[src/rtl/bsf_pkg.sv]
package bsf_pkg;

  // Bubbles inserted per branch: one per cycle between fetch and resolve.
  function automatic int unsigned penalty_cycles(input int unsigned resolve_stage);
    return resolve_stage - 1;
  endfunction

  // Bits needed to hold the values 0..n.
  function automatic int unsigned count_bits(input int unsigned n);
    return (n < 2) ? 1 : $clog2(n + 1);
  endfunction

  typedef enum logic {
    SLOT_BUBBLE = 1'b0,
    SLOT_LIVE   = 1'b1
  } slot_kind_e;

endpackage

[src/rtl/bsf_fetch_ctl.sv]
module bsf_fetch_ctl #(
  parameter int unsigned ADDR_W     = 16,
  parameter logic [ADDR_W-1:0] RESET_ADDR = 16'h0100,
  parameter int unsigned BUBBLES    = 2
) (
  input  logic              clk,
  input  logic              rst,
  input  logic              imem_branch,
  input  logic              resolve_fire,
  input  logic              res_taken,
  input  logic [ADDR_W-1:0] res_target,
  output logic [ADDR_W-1:0] fetch_addr,
  output logic              fetch_valid,
  output logic              fetch_is_branch
);
  import bsf_pkg::*;

  localparam int unsigned SW = count_bits(BUBBLES);
  localparam logic [SW-1:0] STALL_LOAD = SW'(BUBBLES);

  logic [ADDR_W-1:0] pc_q;
  logic [SW-1:0]     stall_q;
  slot_kind_e        slot;
  logic              stall_start;
  logic              last_bubble;

  function automatic logic [ADDR_W-1:0] seq_next(input logic [ADDR_W-1:0] pc);
    return pc + ADDR_W'(1);
  endfunction

  // pc already points at branch+1 during the stall.
  function automatic logic [ADDR_W-1:0] redirect(input logic [ADDR_W-1:0] pc,
                                                 input logic taken,
                                                 input logic [ADDR_W-1:0] tgt);
    return taken ? tgt : pc;
  endfunction

  assign slot            = (stall_q == '0) ? SLOT_LIVE : SLOT_BUBBLE;
  assign fetch_valid     = (slot == SLOT_LIVE);
  assign fetch_is_branch = fetch_valid & imem_branch;
  assign stall_start     = fetch_is_branch;
  assign last_bubble     = (stall_q == SW'(1));
  assign fetch_addr      = pc_q;

  always_ff @(posedge clk) begin
    if (rst) begin
      stall_q <= '0;
    end else if (stall_start) begin
      stall_q <= STALL_LOAD;
    end else if (stall_q != '0) begin
      stall_q <= stall_q - SW'(1);
    end
  end

  always_ff @(posedge clk) begin
    if (rst) begin
      pc_q <= RESET_ADDR;
    end else if (resolve_fire) begin
      pc_q <= redirect(pc_q, res_taken, res_target);
    end else if (fetch_valid) begin
      pc_q <= seq_next(pc_q);
    end
  end

  AST_BRANCH_FREEZES_FETCH: assert property (@(posedge clk) disable iff (rst)
    fetch_is_branch |=> !fetch_valid);

  AST_ADDR_HELD_IN_STALL: assert property (@(posedge clk) disable iff (rst)
    (!fetch_valid && !resolve_fire) |=> $stable(fetch_addr));

  AST_RESOLVE_ON_LAST_BUBBLE: assert property (@(posedge clk) disable iff (rst)
    resolve_fire |-> (last_bubble && !fetch_valid));

  AST_TAKEN_REDIRECT: assert property (@(posedge clk) disable iff (rst)
    (resolve_fire && res_taken) |=> (fetch_valid && fetch_addr == $past(res_target)));

  AST_FALLTHROUGH: assert property (@(posedge clk) disable iff (rst)
    (resolve_fire && !res_taken) |=> (fetch_valid && fetch_addr == $past(fetch_addr)));

  AST_TARGET_IGNORED: assert property (@(posedge clk) disable iff (rst)
    (!resolve_fire && fetch_valid) |=> fetch_addr == $past(fetch_addr) + ADDR_W'(1));

  AST_BRANCH_IGNORED_IN_BUBBLE: assert property (@(posedge clk) disable iff (rst)
    (!fetch_valid && !last_bubble) |=> !fetch_valid);

endmodule

[src/rtl/bsf_stage_reg.sv]
module bsf_stage_reg #(
  parameter int unsigned TAG_W = 8
) (
  input  logic             clk,
  input  logic             rst,
  input  logic             in_valid,
  input  logic [TAG_W-1:0] in_tag,
  input  logic             in_branch,
  output logic             out_valid,
  output logic [TAG_W-1:0] out_tag,
  output logic             out_branch
);

  always_ff @(posedge clk) begin
    if (rst) begin
      out_valid  <= 1'b0;
      out_branch <= 1'b0;
      out_tag    <= '0;
    end else begin
      out_valid  <= in_valid;
      out_branch <= in_valid & in_branch;
      out_tag    <= in_tag;
    end
  end

  AST_BUBBLE_STAYS_BUBBLE: assert property (@(posedge clk) disable iff (rst)
    !in_valid |=> (!out_valid && !out_branch));

endmodule

[src/rtl/bsf_bubble_ctr.sv]
module bsf_bubble_ctr #(
  parameter int unsigned CNT_W = 16
) (
  input  logic             clk,
  input  logic             rst,
  input  logic             bubble,
  output logic [CNT_W-1:0] count
);

  function automatic logic [CNT_W-1:0] bump(input logic [CNT_W-1:0] c);
    return c + CNT_W'(1);
  endfunction

  always_ff @(posedge clk) begin
    if (rst) begin
      count <= '0;
    end else if (bubble) begin
      count <= bump(count);
    end
  end

  AST_COUNT_STEPS: assert property (@(posedge clk) disable iff (rst)
    bubble |=> count == $past(count) + CNT_W'(1));

  AST_COUNT_HOLDS: assert property (@(posedge clk) disable iff (rst)
    !bubble |=> $stable(count));

endmodule

[src/rtl/branch_stall_frontend.sv]
module branch_stall_frontend #(
  parameter int unsigned ADDR_W        = 16,
  parameter int unsigned TAG_W         = 8,
  parameter int unsigned CNT_W         = 16,
  parameter int unsigned NUM_STAGES    = 4,
  parameter int unsigned RESOLVE_STAGE = 3,
  parameter logic [ADDR_W-1:0] RESET_ADDR = 16'h0100
) (
  input  logic                            clk,
  input  logic                            rst,
  input  logic [TAG_W-1:0]                imem_tag,
  input  logic                            imem_branch,
  input  logic                            res_taken,
  input  logic [ADDR_W-1:0]               res_target,
  output logic [ADDR_W-1:0]               fetch_addr,
  output logic                            fetch_valid,
  output logic [NUM_STAGES-2:0]           stg_valid,
  output logic [(NUM_STAGES-1)*TAG_W-1:0] stg_tag,
  output logic [NUM_STAGES-2:0]           stg_branch,
  output logic [CNT_W-1:0]                bubble_count
);
  import bsf_pkg::*;

  localparam int unsigned LAT     = NUM_STAGES - 1;
  localparam int unsigned BUBBLES = penalty_cycles(RESOLVE_STAGE);
  localparam int unsigned RES_IDX = RESOLVE_STAGE - 1;

  // Chain index 0 is the fetch slot; 1..LAT are the latched stages.
  logic             ch_valid  [0:LAT];
  logic [TAG_W-1:0] ch_tag    [0:LAT];
  logic             ch_branch [0:LAT];

  logic fetch_is_branch;
  logic resolve_fire;
  logic bubble_slot;

  assign resolve_fire = ch_valid[RES_IDX] & ch_branch[RES_IDX];
  assign bubble_slot  = ~fetch_valid;

  bsf_fetch_ctl #(
    .ADDR_W    (ADDR_W),
    .RESET_ADDR(RESET_ADDR),
    .BUBBLES   (BUBBLES)
  ) u_fetch (
    .clk            (clk),
    .rst            (rst),
    .imem_branch    (imem_branch),
    .resolve_fire   (resolve_fire),
    .res_taken      (res_taken),
    .res_target     (res_target),
    .fetch_addr     (fetch_addr),
    .fetch_valid    (fetch_valid),
    .fetch_is_branch(fetch_is_branch)
  );

  assign ch_valid[0]  = fetch_valid;
  assign ch_tag[0]    = imem_tag;
  assign ch_branch[0] = fetch_is_branch;

  for (genvar i = 0; i < LAT; i++) begin : g_stage
    bsf_stage_reg #(.TAG_W(TAG_W)) u_reg (
      .clk       (clk),
      .rst       (rst),
      .in_valid  (ch_valid[i]),
      .in_tag    (ch_tag[i]),
      .in_branch (ch_branch[i]),
      .out_valid (ch_valid[i+1]),
      .out_tag   (ch_tag[i+1]),
      .out_branch(ch_branch[i+1])
    );
    assign stg_valid[i]                = ch_valid[i+1];
    assign stg_tag[i*TAG_W +: TAG_W]   = ch_tag[i+1];
    assign stg_branch[i]               = ch_branch[i+1];
  end

  bsf_bubble_ctr #(.CNT_W(CNT_W)) u_bubbles (
    .clk   (clk),
    .rst   (rst),
    .bubble(bubble_slot),
    .count (bubble_count)
  );

  AST_RESET_STATE: assert property (@(posedge clk)
    rst |=> (stg_valid == '0 && fetch_valid && fetch_addr == RESET_ADDR && bubble_count == '0));

  AST_DECODE_FOLLOWS_FETCH: assert property (@(posedge clk) disable iff (rst)
    fetch_valid |=> (stg_valid[0] && stg_tag[TAG_W-1:0] == $past(imem_tag)));

  AST_NO_FETCH_DURING_RESOLVE: assert property (@(posedge clk) disable iff (rst)
    resolve_fire |-> !fetch_valid);

  AST_REDIRECT_MAY_RESTALL: assert property (@(posedge clk) disable iff (rst)
    ($past(resolve_fire) && fetch_is_branch) |=> !fetch_valid);

endmodule

[config.mk]
export PLATFORM = sky130hd
export DESIGN_NAME = branch_stall_frontend
export DESIGN_NICKNAME = d
export VERILOG_FILES = /design/src/rtl/bsf_pkg.sv /design/src/rtl/bsf_fetch_ctl.sv /design/src/rtl/bsf_stage_reg.sv /design/src/rtl/bsf_bubble_ctr.sv /design/src/rtl/branch_stall_frontend.sv
export SDC_FILE = /design/constraint.sdc
export NUM_CORES = 1
export LEC_CHECK = 0
export CORE_ASPECT_RATIO = 0.6
export CORE_MARGIN = 8
export CORE_UTILIZATION = 40
export CTS_BUF_LIST = sky130_fd_sc_hd__clkbuf_4 sky130_fd_sc_hd__clkbuf_8 sky130_fd_sc_hd__clkbuf_16
export DETAILED_ROUTE_END_ITERATION = 8
export PLACE_DENSITY = 0.8
export SLEW_MARGIN = 20
export SYNTH_ARGS = -nofsm -noshare
export SYNTH_HDL_FRONTEND = slang
export SYNTH_SLANG_ARGS = --single-unit
[constraint.sdc]
create_clock -name clk -period 2.6 [get_ports clk]
set_input_delay 0.26 -clock clk [delete_from_list [all_inputs] [get_ports clk]]
set_output_delay 0.26 -clock clk [all_outputs]
set_load 0.05 [all_outputs]
; Word-level counts from Yosys, hierarchy flattened
; Index checks and enable logic that the tools add are counted.
[word_totals]
mem_count = 0
in_bits = 28
register_bits = 64
output_inout_bits = 63
mem_bits_ro = 0
ram_bits = 0
latch_bits = 0
word_cells = 33
[op_classes]
add_sub_neg = 3
div = 0
eq_ne = 1
n_reduce_logical = 6
n_lt_le_gt_ge = 0
shift = 0
mul = 0
n_bitwise = 4
muxes = 6
[op_table]
columns = op, count
row1 = $mux W16, 3
row2 = $add A16 B1 Y16 const B, 2
row3 = $reduce_bool A2 Y1, 3
row4 = $and A1 B1 Y1, 4
row5 = $mux W2, 2
row6 = $logic_not A2 Y1, 1
row7 = $ne A2 B2 Y1 const B, 1
row8 = $reduce_and A2 Y1, 1
row9 = $reduce_or A2 Y1, 1
row10 = $sub A2 B1 Y2 const B, 1
row11 = $mux W1, 1

; Depth between registers and ports, before layout
[depth]
depth_word = 4
ltp_mapped = 6

; Cells and area by module
; From an unflattened synthesis, not the netlist that was laid out.
[hier_totals]
cells_unflattened = 278
area_unflattened_um2 = 2682.6
[modules_own_cells]
columns = mod, area_each_um2, instances, cells_each
row1 = bsf_fetch_ctl, 1048.5, 1, 133
row2 = bsf_stage_reg, 289.0, 3, 20
row3 = bsf_bubble_ctr, 757.0, 1, 83
row4 = branch_stall_frontend, 10.0, 1, 2

; Least setup slack after synthesis
; No wires, ideal clock.
[synth_path]
kind = reg-to-reg
from = register u_fetch.pc_q[0] (netlist: u_fetch.fetch_addr[0])
to = register u_fetch.pc_q[8] (netlist: u_fetch.fetch_addr[8])
arrival_ns = 1.830
path_slack_ns = 0.647
stages_incl_launch_ff = 6
setup_ns = 0.123
cell_sequence = dfxtp_1 ha_1 nand4_1 or4_1 a21oi_1 o21ai_0
[synth_via]
elab_chain_len = 3
[synth_lines]
columns = item, line_no
row1 = from (decl), bsf_fetch_ctl.sv:21  ; logic [ADDR_W-1:0] pc_q;
row2 = from (signal assigned), bsf_fetch_ctl.sv:59  ; pc_q <= redirect(pc_q, res_taken, res_target);
row3 = from (signal assigned), bsf_fetch_ctl.sv:61  ; pc_q <= seq_next(pc_q);
row4 = $add A16 B1 Y16, bsf_fetch_ctl.sv:28  ; return pc + ADDR_W'(1);
row5 = $mux W16, bsf_fetch_ctl.sv:60  ; end else if (fetch_valid) begin
row6 = $mux W16, bsf_fetch_ctl.sv:58  ; end else if (resolve_fire) begin
; Every way passes these cells. The select of a mux whose other input is x is not followed.
; A chain may end at the register's enable or synchronous reset.

; Final worst setup path
[layout_path]
from = register u_fetch.stall_q[1]
to = output port fetch_valid
[layout_via]
elab_chain_len = 2
[layout_lines]
columns = item, line_no
row1 = from (decl), bsf_fetch_ctl.sv:22  ; logic [SW-1:0] stall_q;
row2 = from (signal assigned), bsf_fetch_ctl.sv:51  ; stall_q <= stall_q - SW'(1);
row3 = $logic_not A2 Y1, bsf_fetch_ctl.sv:38  ; assign slot = (stall_q == '0) ? SLOT_LIVE : SLOT_BUBBLE;
row4 = $mux W1, bsf_fetch_ctl.sv:38
row5 = to (decl), branch_stall_frontend.sv:16  ; output logic fetch_valid,
; Every way passes these cells.

==> results.md <==
- The flow ran to the end, and the final reports show no timing, DRC or antenna violations.
- The starting density of the core is 40.5%.
- The number of global-route vias before repair is roughly 2300.
- The class of the tightest hold or removal check is primary input to register.
- The startpoint identified for the worst hold timing path is rst.
- In this run the critical register-to-register path is captured at u_fetch.fetch_addr[12].
- From bottom edge to top edge, the die measures 79.1 um.
- In this run the tool buffered the top-level ports with 90 buffer cells.
- After filler insertion, the fill cell instance count of the layout stands at roughly 600.
- After detailed routing, the average wire length per cell comes to 15.9 um.
- The root buffer cell chosen for the clock tree is sky130_fd_sc_hd__clkbuf_8.
- The synthesized instance count is 289.
- The peak supply drop is 0.334 mV.
- The number of levels the H-tree was split into is 3.
- The detail route stage leaves a number of antenna-violating nets equal to 0.
- The final weighted congestion in routability-driven placement is around 0.94.
- Data arrives at the worst endpoint at 1.89 ns.
- In the post-synthesis netlist, the cell with the most instances is sky130_fd_sc_hd__dfxtp_1.
- The number of violations of the max-capacitance limit is 0.
- The analysis attributes to cell leakage a power of 1.31 nW.
- On the critical path the largest part of the delay comes from buffers and inverters.
- The number of diodes is 0.
- The cell depth of the worst flop-to-flop path is 5.
- Before CTS, the worst setup slack after placement is 0.693 ns.
- The post-synthesis net count is 319.
- By area the synthesized netlist is led by sky130_fd_sc_hd__dfxtp_1, sky130_fd_sc_hd__nor2b_1, sky130_fd_sc_hd__nand2_1.
- The first global-routing pass estimated 11800 um of wire.
- The portion of the post-synthesis area used by sequential elements is 48.3%.
- In this run the core area contains 23 standard-cell rows.
- The number of setup buffers added after CTS is 0.
- The critical path goes through nor2_1 -> clkdlybuf4s50_1.
- The highest cell delay on the worst timing path is 0.86 ns.
- The core region area is around 0.0066 mm2.
- For this block, the via count after detailed routing is 2419.
- The relative slew slack is 63.5%.
- The final number of max-transition violations is 0.
- The worst setup path is captured at an output port.
- The post-synthesis cell type count is 48.
- Using the TritonRoute via totals, the vias-per-cell ratio works out to roughly 5.2.
- The power per cell area is between 500 and 600 mW/mm2.
- The clock transition at the registers of the reported paths is around 0.070 ns.
- The overall die area is around 0.0096 mm2.
- The number of failing setup endpoints in the final timing report is 0.
- The pin count of the biggest net entering global routing is 25.
- For this run the aggregate overflow at the end of global routing stands at 0.
- The number of hold violations in the final report is 0.
- The reg-to-reg setup timing slack is 0.76 ns.
- The post-synthesis register bit count is 64.
- Counting instances, the worst hold path has a depth of 2.
- No sink is reached through more buffers than the 2 on the longest clock path.
- The HPWL after detailed placement is 5590 um.
- In this run, the number of DRC markers left after iteration 0 of detailed routing was 154.
- The path with the worst hold slack has its endpoint at u_bubbles.count[6].
- The TritonCTS clock tree is yes.
- In the final layout, the share of cells above drive strength 1 is 8.24%.
- The fmax is 0.465 GHz.
- The critical path is of the register to output port type.
- The largest area contributor in the netlist is sky130_fd_sc_hd__dfxtp_1.
- The post-detailed-routing wire length is between 7000 and 8000 um.
- The top cell type's share of synthesized area is 48.3%.
- The number of gates on the worst path with buffers counted is 2.
- The number of top-level pins is 91.
- For the pin with the worst max-slew slack, the measured transition is 0.545 ns.
- The initial antenna violation count came to 0.
- At the worst endpoint, the required time is 2.34 ns.
- The post-layout utilization of the core is 57.0%.
- The commonest register cell after synthesis is sky130_fd_sc_hd__dfxtp_1.
- The most critical setup path has its startpoint at u_fetch.stall_q[1].
- The final critical path takes up between 80% and 90% of the cycle.
- The floorplan die width is 121 um.
- STA classifies the critical path startpoint as a register.
- The worst path buffer plus inverter count is 1.
- The mean instance size in the synthesized netlist is ~9.2 um2.
- In this run, post-CTS hold repair placed 0 buffers.
- Between clock sinks in the finished design, the worst skew comes to 0.00953 ns.
- During synthesis, Yosys emitted a total of 0 warnings.
- In this run, synthesis inferred 0 flip-flops with an integrated enable.
- The number of design rule violations left after detail routing is 0.
- The reg-to-reg startpoint is u_fetch.fetch_addr[1].
- The clock latency on the worst-skew pair is 0.33 ns.
- The synthesis-to-finish area growth is 40.9%.
- The first detailed-routing pass took 4 iterations.
- The post-synthesis async set-or-reset flop share is 0%.
- At the end of the flow, the number of nets in the layout was 402.
- Once the clock tree was built, the resizer swapped 0 gates to a different size.
- The sink count of the clock tree is 64.
- The worst setup margin is 0.449 ns.
- Across every metal layer, demand over resource in global routing totals 15.3%.
- In this run the cell area of the synthesized design comes to 0.00266 mm2.
- Setup repair after global routing left no endpoint under its margin.
- Clock tree synthesis inserted a total of 9 buffers.
- The setup TNS is 0 ns.
- The final critical path time including I/O delays and setup is about 2.2 ns.
- The top fanout value on the critical path is 12.
- The slowest cell on the critical path is sky130_fd_sc_hd__clkdlybuf4s50_1.
- By count the netlist is led by sky130_fd_sc_hd__dfxtp_1, sky130_fd_sc_hd__nor2b_1, sky130_fd_sc_hd__nand2_1.
-- placed cells by master, fill, tap and decap left out, drive strengths merged, types with 2 or more instances in the layout --
master,n
xnor2,7
nor4,5
ha,2
a31oi,2
o31ai,2
nor2,19
and4,3
inv,5
clkinv,4
a221oi,2
o22ai,2
a211oi,5
xor2,6
nand2b,2
clkbuf,10
or2,2
nand3,14
nand4,10
mux2,3
and2,4
o31a,2
dfxtp,64
o21ai,10
buf,5
nor2b,27
nand2,21
a32o,2
a311oi,3
nor3,11
a21oi,14
o41ai,3
clkdlybuf4s50,89
or3,2
o211ai,2
-- registers in the layout (all words and copies together), names as in the netlist --
| signal | flops |
|---|---|
| g_stage.u_reg.out_tag | 24 |
| u_bubbles.count | 16 |
| u_fetch.fetch_addr | 16 |
| g_stage.u_reg.out_branch | 3 |
| g_stage.u_reg.out_valid | 3 |
| u_fetch.stall_q | 2 |
-- cells by family after synthesis --
kind of cell / Yosys count / share of synthesized area [%]
fa+ha+maj: 2 / 0.942
mux: 4 / 1.65
xor+xnor: 13 / 4.29
buf+inv: 27 / 5.04
simple gates: 123 / 24.8
flops: 64 / 48.3
compound gates: 56 / 15.0
-- worst max path at each step --
stage                                        end  slack, ns
after floorplan            u_fetch.fetch_addr[8]       0.65
final                                fetch_valid       0.45
after global routing                 fetch_valid       0.38
after detailed placement  u_fetch.fetch_addr[14]       0.69
after global placement    u_fetch.fetch_addr[14]       0.72
after CTS                            fetch_valid       0.43
-- area by class of cell --
cell class / count / area (um2) / area share (%)
Sequential cell: 64 / 1280 / 34.2
Multi-Input combinational cell: 198 / 1240 / 33.1
Timing Repair Buffer: 94 / 926 / 24.7
Clock buffer: 10 / 131 / 3.51
Tap cell: 87 / 109 / 2.91
Clock inverter: 5 / 35.0 / 0.936
Inverter: 5 / 18.8 / 0.502
-- routing by layer --
layer | vias to the layer above | wire [um] | track usage, % | share of wire [%]
met1 | 1109 | 3520 | 21.4 | 48
met3 | 6 | 760 | 6.16 | 10
met2 | 111 | 3030 | 21.1 | 41
met5 | - | 0 | 0 | 0
li1 | 1193 | - | - | -
met4 | 0 | 40 | 3.67 | 0.54
-- where the power goes --
group | leakage (nW) | switching, W | internal (W)
Clock | 0.0855 | 0.000367 | 0.000351
Sequential | 0.522 | 0.0000321 | 0.00101
Combinational | 0.698 | 0.000184 | 0.000117
-- through the flow --
| step | hold slack (ns) | power, W | area [um2] | std cells |
|---|---|---|---|---|
| after floorplan | 0.339 | 0.00124 | 2660 | 289 |
| after global placement | 0.446 | 0.00136 | 3570 | 448 |
| after detailed placement | 0.444 | 0.00137 | 3570 | 448 |
| after CTS | 0.381 | 0.00209 | 3740 | 463 |
| after global routing | 0.397 | 0.00215 | 3740 | 463 |
| final | 0.387 | 0.00206 | 3740 | 463 |
No activity file was read; power rests on OpenSTA's default activity.
